$ cat src/rtl/aux_arb_pkg.sv
package aux_arb_pkg;
  typedef enum logic [1:0] {
    OWN_IDLE = 2'd0,
    OWN_SW   = 2'd1,
    OWN_MCU  = 2'd2
  } own_e;

  typedef enum logic [1:0] {
    SEQ_OFF,
    SEQ_WAIT,
    SEQ_DONE
  } seq_e;

  // control -> datapath strobes
  typedef struct packed {
    logic cntClr;
    logic cntInc;
    logic doneSet;
    logic doneClr;
  } seq_strobe_t;

  // datapath -> control status
  typedef struct packed {
    logic chanRst;
    logic cntHit;
    logic swReady;
  } dp_stat_t;
endpackage

$ cat src/rtl/aux_arb_dp.sv
module aux_arb_dp
  import aux_arb_pkg::*;
#(
  parameter bit HAS_RESET = 1'b1,
  parameter int RST_LAT   = 6
) (
  input  logic        clk,
  input  logic        rstN,
  input  logic        cfgWr,
  input  logic        cfgEnable,
  input  logic        cfgReset,
  input  seq_strobe_t strb,
  output logic        chanEn,
  output logic        chanRst,
  output logic        rstDone,
  output dp_stat_t    stat
);
  localparam int CW = $clog2(RST_LAT + 1);
  localparam logic [CW-1:0] HIT_VAL = CW'(RST_LAT - 1);

  logic [CW-1:0] latCnt;

  always_ff @(posedge clk) begin
    if (!rstN) chanEn <= 1'b0;
    else if (cfgWr) chanEn <= cfgEnable;
  end

  generate
    if (HAS_RESET) begin : g_rst
      always_ff @(posedge clk) begin
        if (!rstN) chanRst <= 1'b0;
        else if (cfgWr) chanRst <= cfgReset;
      end
    end else begin : g_noRst
      assign chanRst = 1'b0;
    end
  endgenerate

  always_ff @(posedge clk) begin
    if (!rstN) latCnt <= '0;
    else if (strb.cntClr) latCnt <= '0;
    else if (strb.cntInc) latCnt <= latCnt + 1'b1;
  end

  always_ff @(posedge clk) begin
    if (!rstN) rstDone <= 1'b0;
    else if (strb.doneClr) rstDone <= 1'b0;
    else if (strb.doneSet) rstDone <= 1'b1;
  end

  always_comb begin
    stat.chanRst = chanRst;
    stat.cntHit  = (latCnt == HIT_VAL);
    stat.swReady = chanEn && !chanRst && !rstDone;
  end

  AST_DONE_FALLS: assert property (@(posedge clk) disable iff (!rstN)
    !chanRst |=> !rstDone);
  AST_DONE_NEEDS_RST: assert property (@(posedge clk) disable iff (!rstN)
    $rose(rstDone) |-> $past(chanRst));
endmodule

$ cat src/rtl/aux_arb_ctl.sv
module aux_arb_ctl
  import aux_arb_pkg::*;
(
  input  logic        clk,
  input  logic        rstN,
  input  logic        swReqWr,
  input  logic        swDoneWr,
  input  logic        mcuReq,
  input  dp_stat_t    stat,
  output seq_strobe_t strb,
  output logic [1:0]  ownStatus
);
  seq_e seqState, seqNext;
  own_e own, ownNext;

  // reset handshake sequencer
  always_comb begin
    strb    = '0;
    seqNext = seqState;
    unique case (seqState)
      SEQ_OFF: if (stat.chanRst) begin
        strb.cntClr = 1'b1;
        seqNext     = SEQ_WAIT;
      end
      SEQ_WAIT: begin
        if (!stat.chanRst) begin
          strb.cntClr = 1'b1;
          seqNext     = SEQ_OFF;
        end else if (stat.cntHit) begin
          strb.doneSet = 1'b1;
          seqNext      = SEQ_DONE;
        end else begin
          strb.cntInc = 1'b1;
        end
      end
      SEQ_DONE: if (!stat.chanRst) begin
        strb.doneClr = 1'b1;
        seqNext      = SEQ_OFF;
      end
      default: seqNext = SEQ_OFF;
    endcase
  end

  // ownership arbitration: no preemption, microcontroller wins ties from idle
  always_comb begin
    ownNext = own;
    unique case (own)
      OWN_IDLE: begin
        if (mcuReq) ownNext = OWN_MCU;
        else if (swReqWr && stat.swReady) ownNext = OWN_SW;
      end
      OWN_SW:  if (swDoneWr) ownNext = OWN_IDLE;
      OWN_MCU: if (!mcuReq) ownNext = OWN_IDLE;
      default: ownNext = OWN_IDLE;
    endcase
  end

  always_ff @(posedge clk) begin
    if (!rstN) begin
      seqState <= SEQ_OFF;
      own      <= OWN_IDLE;
    end else begin
      seqState <= seqNext;
      own      <= ownNext;
    end
  end

  assign ownStatus = own;

  AST_MCU_BLOCKS_SW: assert property (@(posedge clk) disable iff (!rstN)
    (own == OWN_MCU) |=> (own != OWN_SW));
  AST_GRANT_NEEDS_READY: assert property (@(posedge clk) disable iff (!rstN)
    (own == OWN_SW && $past(own) != OWN_SW) |-> $past(swReqWr && stat.swReady));
  AST_SW_NO_PREEMPT: assert property (@(posedge clk) disable iff (!rstN)
    (own == OWN_SW && !swDoneWr) |=> (own == OWN_SW));
  AST_MCU_HOLD: assert property (@(posedge clk) disable iff (!rstN)
    (own == OWN_MCU && mcuReq) |=> (own == OWN_MCU));
endmodule

$ cat src/rtl/aux_chan_arbiter.sv
module aux_chan_arbiter
  import aux_arb_pkg::*;
#(
  parameter bit HAS_RESET = 1'b1,
  parameter int RST_LAT   = 6
) (
  input  logic       clk,
  input  logic       rstN,
  input  logic       cfgWr,
  input  logic       cfgEnable,
  input  logic       cfgReset,
  input  logic       swReqWr,
  input  logic       swDoneWr,
  input  logic       mcuReq,
  output logic [1:0] ownStatus,
  output logic       chanEnable,
  output logic       chanReset,
  output logic       resetDone
);
  seq_strobe_t strb;
  dp_stat_t    stat;

  aux_arb_dp #(.HAS_RESET(HAS_RESET), .RST_LAT(RST_LAT)) u_dp (
    .clk(clk), .rstN(rstN), .cfgWr(cfgWr), .cfgEnable(cfgEnable),
    .cfgReset(cfgReset), .strb(strb), .chanEn(chanEnable),
    .chanRst(chanReset), .rstDone(resetDone), .stat(stat)
  );

  aux_arb_ctl u_ctl (
    .clk(clk), .rstN(rstN), .swReqWr(swReqWr), .swDoneWr(swDoneWr),
    .mcuReq(mcuReq), .stat(stat), .strb(strb), .ownStatus(ownStatus)
  );
endmodule

$ cat config.mk
export PLATFORM = sky130hd
export DESIGN_NAME = aux_chan_arbiter
export DESIGN_NICKNAME = d
export VERILOG_FILES = /design/src/rtl/aux_arb_pkg.sv /design/src/rtl/aux_arb_dp.sv /design/src/rtl/aux_arb_ctl.sv /design/src/rtl/aux_chan_arbiter.sv
export SDC_FILE = /design/constraint.sdc
export NUM_CORES = 1
export LEC_CHECK = 0
export BUFFER_PORTS_ARGS = -buffer_cell sky130_fd_sc_hd__buf_2
export CAP_MARGIN = 20
export CORE_UTILIZATION = 35
export DETAILED_ROUTE_END_ITERATION = 16
export GPL_TIMING_DRIVEN = 0
export REMOVE_ABC_BUFFERS = 1
export SETUP_SLACK_MARGIN = 0.05
export SYNTH_ARGS = -nofsm -noshare
export SYNTH_HDL_FRONTEND = slang
export SYNTH_HIERARCHICAL = 1
export SYNTH_SLANG_ARGS = --single-unit
$ cat constraint.sdc
create_clock -name clk -period 1.6 [get_ports clk]
set_input_delay 0.08 -clock clk [delete_from_list [all_inputs] [get_ports clk]]
set_output_delay 0.08 -clock clk [all_outputs]
set_load 0.05 [all_outputs]
# Word-level counts from Yosys, hierarchy flattened
# Cells that the tools add are included.
# totals
ff_bits	10
input_bits	8
output_inout_bits	5
word_cells	48
# classes
n_addsub	1
n_eq_ne	11
n_mux	18
bitwise_logic	1
n_reduce_logical	11
# op_table
op	n
two-way mux 2 bit	10
one-hot mux 2 bit (3 select lines)	2
!= test 2 bit (second input constant)	4
AND reduction 3 bit	2
two-way mux 1 bit	5
== test 2 x 1 -> 1 bit (second input constant)	2
== test 2 bit (second input constant)	2
logical NOT 2 bit	2
OR reduction 2 bit	2
adder 3 x 1 -> 3 bit (second input constant)	1
== test 3 bit (second input constant)	1
logical AND 1 bit	3
!= test 3 x 2 -> 1 bit (second input constant)	1
!= test 3 bit (second input constant)	1
logical NOT 1 bit	2
one-hot mux 1 bit (2 select lines)	1
inverter 1 bit	1

# Longest topological paths before layout
# Gate-level depths: netlist of run 1.
# depth
ltp_word	7
depth_mapped	7
mapped_depth_nobuf	7

# Hierarchy
# Netlist of run 1, hierarchy kept.
# by_module_without_submodules
module	instances	cells_each	area_each_um2	seq_area_each_um2
aux_arb_dp	1	26	266.5	120.1
aux_arb_ctl	1	21	196.4	80.1

# Least setup slack after synthesis of run 1
# OpenSTA, ideal clock, no wires.
# synth_timing
path_kind	register to register
start	register u_dp.chanRst
end	register u_dp.latCnt[1]
setup_time_ps	86
arrival_time_ps	1352
t_required_ps	1514
path_slack_ps	163
path_stages_with_launch	6
n_path_buf	1
period_less_slack_ps	1437
cell_sequence	dfxtp_1 > buf_4 > xnor2_1 > nor2_1 > nand2b_1 > a211oi_1
# synth_lines
item	line	rtl
start, declared	aux_arb_dp.sv:14	output logic chanRst,
start signal, assigned	aux_arb_dp.sv:32	else if (cfgWr) chanRst <= cfgReset;
end signal, assigned	aux_arb_dp.sv:42	else if (strb.cntInc) latCnt <= latCnt + 1'b1;
end, declared	aux_arb_dp.sv:21	logic [CW-1:0] latCnt;

==> summary.md, run 1 <==
| Metric | Value |
|---|---|
| Relative slew margins | 81.45% |
| Crit Path Category | flip-flop to flip-flop |
| Mapped Area | 462.9 µm² |
| Fraction of layout cells with a size suffix above 1 | around a third |
| Capture point of the worst reg-to-reg path | u_dp/latCnt[1] |
| Gr usage total | 12.82% |
| Total CTS buffers | 3 |
| Critical path's largest stage delay | between 300 and 400 ps |
| Max-slew violations | 0 |
| Cell family with most CP delay | simple AND/OR/NAND/NOR gates |
| Horiz. Die Dim | 38.37 µm |
| First-pass GRT wire length | 1159 µm |
| R2R Path Start | u_dp/latCnt[1] |
| Clk sink count | 10 |
| R2R Setup Slk | 190 ps |
| Die area | 0.001472 mm² |
| Sequential-to-total area share from yosys stat | 43.24% |
| Maximum clock rate | 710.4 MHz |
| Core region area | 0.001171 mm² |
| Largest net degree at the start of global routing | 10 |
| Clock root buffer | clkbuf_4 |
| Synth Area per Inst | 9.850 µm² |
| Fin nets | 73 |
| Post-Route WL | between 700 and 800 µm |
| Yosys reg bits | 10 |
| Critical-path top delay cell | and4bb_2 |
| Min-delay src | mcuReq |
| Initial antenna violation count | 0 |
| Worst path bufs/invs | 1 |
| CP Data Required Time | 1780 ps |
| Setup bufs post-CTS | 0 |
| Min Tclk post-route | approximately 1400 ps |
| Routed WL per cell | just under 10 µm |
| Most frequent cells in the layout | 12 x buf_2, 10 x dfxtp_1, 6 x nor2_1, 4 x nand2b_1 |
| Status | finished, final reports clean |
| Setup crit end kind | flip-flop |
| Vias in the first global route | 275 |
| Final worst path period share | 87.98% |
| Synth top area cells | dfxtp_1 43%, ha_1 5.4%, nand2b_1 5.4% |
| Drt drc | 0 |
| Leak | 0.2422 nW |
| Placer Congestion | 0.6526 |
| Clock skew | 5.699 ps |
| Synth cell types | 21 |
| CTS hold repair buffers | 0 |
| WP data arrival | between 1500 and 2000 ps |
| Final ANT Viol Nets | 0 |
| Post-synth top area share | 43.24% |
| CTS tree | built |
| Drt initial violations | 4 |
| Area Growth Syn to Fin | 22.97% |
| Row cnt | 12 |
| RSZ-0062 raised after global routing | false |
| # resized after CTS | 0 |
| Final instance count without filler cells | 76 |
| Worst-skew pair later-pin latency | 260 ps |
| Via count | 348 |
| Commonest non-fill, non-tap cell in the layout | buf_2 |
| CTS Buffer Depth | 2 |
| Placed cells | 72 |
| Depth of the worst hold-timing path | 3 |
| Worst slew pin tran | roughly 280 ps |
| Port Buffers | 12 |
| Htree depth | 1 |
| DP HPWL | ~540 µm |
| Yosys warns | 6 |
| Crit path launch type | flip-flop |
| R2R depth | 6 |
| Peak supply drop | 0.3870 mV |
| Number of max-cap violations | 0 |
| Cell chain of the critical path | inv_1 -> ha_1 -> and2_1 -> and4bb_2 -> nor2_1 -> a211oi_1 |
| 1st-pass router iterations | 4 |
| Cells after synthesis | 47 |
| Die Height | 38.37 µm |
| Final setup TNS | 0 ps |
| CP max FO | 5 |
| Setup violators final | 0 |
| Hold Slack | about 46 ps |
| GR Overflow Total | 0 |
| Cell Pwr Density | 945.0 mW/mm² |
| # IOs | 13 |
| Worst-path clk slew | 60 ps |
| Final Hold Fails | 0 |
| ANT cells | 0 |
| Cell accounting for the most synthesized area | dfxtp_1 |
| Hold Path Sink | u_ctl/ownStatus[1] |
| Initial Util | between 30% and 40% |
| Worst hold path class | input pin to flip-flop |
| Via density | 4.579 |
[logic make-up (layout without fill, tap and decap cells)]
kind of cell    after synthesis  after routing  synth area share, %
simple gates                 24             24                33.78
flops                        10             10                43.24
compound gates                5              5                7.027
fa+ha+maj                     2              2                5.405
xor+xnor                      2              2                3.784
mux                           2              2                4.324
buf+inv                       2             17                2.432
[area by class of cell]
| class | count | area [µm²] |
|---|---|---|
| fillers | 121 | 601.8 |
| inverters | 1 | 3.754 |
| multi-input cells | 35 | 251.5 |
| well taps | 14 | 17.52 |
| flip-flops and latches | 10 | 200.2 |
| repair buffers | 12 | 60.06 |
| clock buffers | 4 | 36.28 |
[cell usage after synthesis, drive strengths merged]
cell type   n
a21oi       3
dfxtp      10
inv         1
mux2i       2
nor2        6
nor3b       3
nand2b      4
buf         1
nand3b      2
nand2       3
a21bo       1
and4bb      1
and2        1
nand4bb     1
nor2b       2
and4b       1
xnor2       2
ha          2
a211oi      1
[per-layer routing]
layer	wire [µm]	global-route usage, %	up-vias
met4	11	7.759	0
li1	-	-	189
met5	0	0	-
met3	66	10.47	2
met1	385	16.25	147
met2	279	13.98	10
[registers in the layout (all words and copies together), names as in the netlist]
signal and flops:
u_ctl/seqState 2, u_dp/latCnt 3, u_ctl/ownStatus 2, u_dp/chanRst 1, u_dp/rstDone 1, u_dp/chanEn 1
[worst max path at each step]
| stage | start | endpoint | slack [ps] | cells after the start |
|---|---|---|---|---|
| 3_5_place_dp | u_dp/latCnt[1] | u_dp/latCnt[1] | 200 | 6 |
| 6_report | u_dp/latCnt[1] | u_dp/latCnt[1] | 190 | 6 |
| 4_1_cts | u_dp/latCnt[1] | u_dp/latCnt[1] | 180 | 6 |
| 5_1_grt | u_dp/latCnt[1] | u_dp/latCnt[1] | 70 | 6 |
| 3_3_place_gp | u_dp/latCnt[1] | u_dp/latCnt[1] | 200 | 6 |
| 2_1_floorplan | u_dp/chanRst | u_dp/latCnt[2] | 210 | 3 |
[per-stage QoR]
step | power, mW | util (%) | instance area [µm²] | setup WS [ps]
after floorplan | 0.3009 | - | 455.4 | 209.4
after global placement | 0.3199 | 45.51 | 533.0 | 201.9
after detailed placement | 0.3198 | 45.51 | 533.0 | 198.5
after CTS | 0.5500 | 48.61 | 569.3 | 178.5
after global routing | 0.5731 | 48.61 | 569.3 | 68.90
final | 0.5380 | 48.61 | 569.3 | 192.4
[where the power goes]
group          total, mW  switching (mW)  internal (mW)
clock network      0.224          0.0858          0.138
logic             0.0523          0.0307         0.0215
registers          0.262         0.00672          0.255
[worst reg2reg max path: stages (launching register included)]
cell	delay, ps
dfxtp_1	350
inv_1	50
ha_1	160
and2_1	180
and4bb_2	370
nor2_1	60
a211oi_1	160
Note: power is estimated with default switching activity, not from simulation.
==> inputs of run 2 (changes only) <==
Settings changed: SETUP_SLACK_MARGIN 0.05 to 0.2.
==> run 2 against run 1 <==
Flip-flop and latch count unchanged. Utilization grew 3.2 points. Combinational power rose by 4%. Die area is the same. Register-to-register slack gained 40 ps. Power up 0.98%. Non-clock buffer count up 3. Sequential share of layout area decreased by 1.8 points. Largest power group unchanged.
==> summary.md, run 2 (synthesis results as in run 1) <==
| Metric | Value |
|---|---|
| Status | finished, final reports clean |
| Initial antenna violation count | 0 |
| Fraction of layout cells with a size suffix above 1 | 44.62% |
| Most frequent cells in the layout | 12 x buf_2, 8 x dfxtp_1, 5 x nor2_1, 4 x nand2b_1 |
| # IOs | 13 |
| Area Growth Syn to Fin | 31.08% |
| Hold Path Sink | u_ctl/ownStatus[1] |
| Gr usage total | 12.82% |
| Setup crit end kind | flip-flop |
| First-pass GRT wire length | 1159 µm |
| Clk sink count | 10 |
| Via count | about 370 |
| Port Buffers | 12 |
| Worst-skew pair later-pin latency | around 270 ps |
| Setup violators final | 0 |
| Drt initial violations | 5 |
| Drt drc | 0 |
| Crit path launch type | flip-flop |
| GR Overflow Total | 0 |
| Final Hold Fails | 0 |
| Commonest non-fill, non-tap cell in the layout | buf_2 |
| CTS tree | built |
| Worst hold path class | input pin to flip-flop |
| CTS hold repair buffers | 0 |
| Final worst-path setup slack | between 200 and 250 ps |
| Maximum clock rate | 730.2 MHz |
| Power consumption | 0.5432 mW |
| CTS Buffer Depth | 2 |
| Post-Route WL | 823 µm |
| Crit Path Category | flip-flop to flip-flop |
| R2R depth | 6 |
| Final setup TNS | 0 ps |
| Design Area, Final | between 600 and 700 µm² |
| ANT cells | 0 |
| Placer Congestion | 0.6526 |
| Relative slew margins | 81.43% |
| Via density | 4.620 |
| Min Tclk post-route | 1370 ps |
| Routed WL per cell | 10.42 µm |
| 1st-pass router iterations | 3 |
| Final ANT Viol Nets | 0 |
| Worst slew pin tran | 278.2 ps |
| Fill cells | 117 |
| Fin nets | 76 |
| Placed cells | 72 |
| Clock root buffer | clkbuf_4 |
| Vias in the first global route | 278 |
| Row cnt | 12 |
| CP Data Required Time | ~1800 ps |
| Leak | 0.2608 nW |
| Area after DPL | 533.0 µm² |
| Clock skew | 8.508 ps |
| Die area | roughly 0.0015 mm² |
| Hold Slack | 45.47 ps |
| Peak supply drop | roughly 0.39 mV |
| Min-delay src | mcuReq |
| Util after Layout | approximately half |
| CP max FO | 5 |
| Number of max-cap violations | 0 |
| Htree depth | 1 |
| Final worst path period share | between 80% and 90% |
| R2R Setup Slk | 230 ps |
| Largest register FFs | 3 |
| Reg with most FFs | u_dp/latCnt |
| Depth of the worst hold-timing path | 3 |
| Final instance count without filler cells | 79 |
| Max-slew violations | 0 |
| Worst-path clk slew | 60 ps |
| Total CTS buffers | 3 |
| Core region area | about 0.0012 mm² |
| DP HPWL | 544.2 µm |
| Cell Pwr Density | 895.2 mW/mm² |
| DP Worst Slack | between 150 and 200 ps |
| RSZ-0062 raised after global routing | false |
| Largest net degree at the start of global routing | 10 |
| R2R Path Start | u_dp/latCnt[1] |
| Die Height | 38.37 µm |
| Initial Util | roughly two fifths |
| WP data arrival | 1550 ps |
| Capture point of the worst reg-to-reg path | u_dp/latCnt[1] |
| Horiz. Die Dim | 38.37 µm |
[run 2: cell types whose count changed in the layout (fill, tap and decap cells not counted), sizes merged]
cell / delta
buf: +3
[run 2: area by class of cell]
type | count | area, µm² | share of cell area (%)
multi-input cells | 35 | 264.0 | 43.51
well taps | 14 | 17.52 | 2.887
repair buffers | 15 | 82.58 | 13.61
inverters | 1 | 3.754 | 0.6186
clock buffers | 4 | 36.28 | 5.979
flip-flops and latches | 10 | 202.7 | 33.40
[run 2: where the power goes]
| part | total (mW) | switching [mW] | internal, mW |
|---|---|---|---|
| Combinational | 0.0542 | 0.0317 | 0.0225 |
| Clock | 0.227 | 0.0891 | 0.138 |
| Sequential | 0.262 | 0.00673 | 0.255 |
| Total | 0.543 | 0.128 | 0.416 |
[run 2: critical path, cell delays in order (launching register included)]
cell and delay [ps]:
dfxtp_2 350, inv_1 50, ha_2 160, and2_4 130
and4bb_2 360, nor2_2 60, a211oi_2 180
[run 2: routing by layer]
layer | global-route usage (%) | routed length [µm]
met2 | 13.98 | 360
met3 | 10.47 | 66
met4 | 7.759 | 11
met5 | 0 | 0
met1 | 16.25 | 385
[run 2: how the worst max path moves through the flow]
stage / cells after the start / end / startpoint / slack (ps)
detailed placement: 6 / u_dp/latCnt[1] / u_dp/latCnt[1] / 200
CTS: 6 / u_dp/latCnt[1] / u_dp/latCnt[1] / 200
global placement: 6 / u_dp/latCnt[1] / u_dp/latCnt[1] / 200
floorplan: 3 / u_dp/latCnt[2] / u_dp/chanRst / 210
finish: 6 / u_dp/latCnt[1] / u_dp/latCnt[1] / 230
global route: 6 / u_dp/latCnt[1] / u_dp/latCnt[1] / 180
[run 2: timing repair]
item,CTS,global route
pin swaps,1,6
gates resized for setup,2,4
buffers inserted,0,3
setup endpoints to repair,2,3
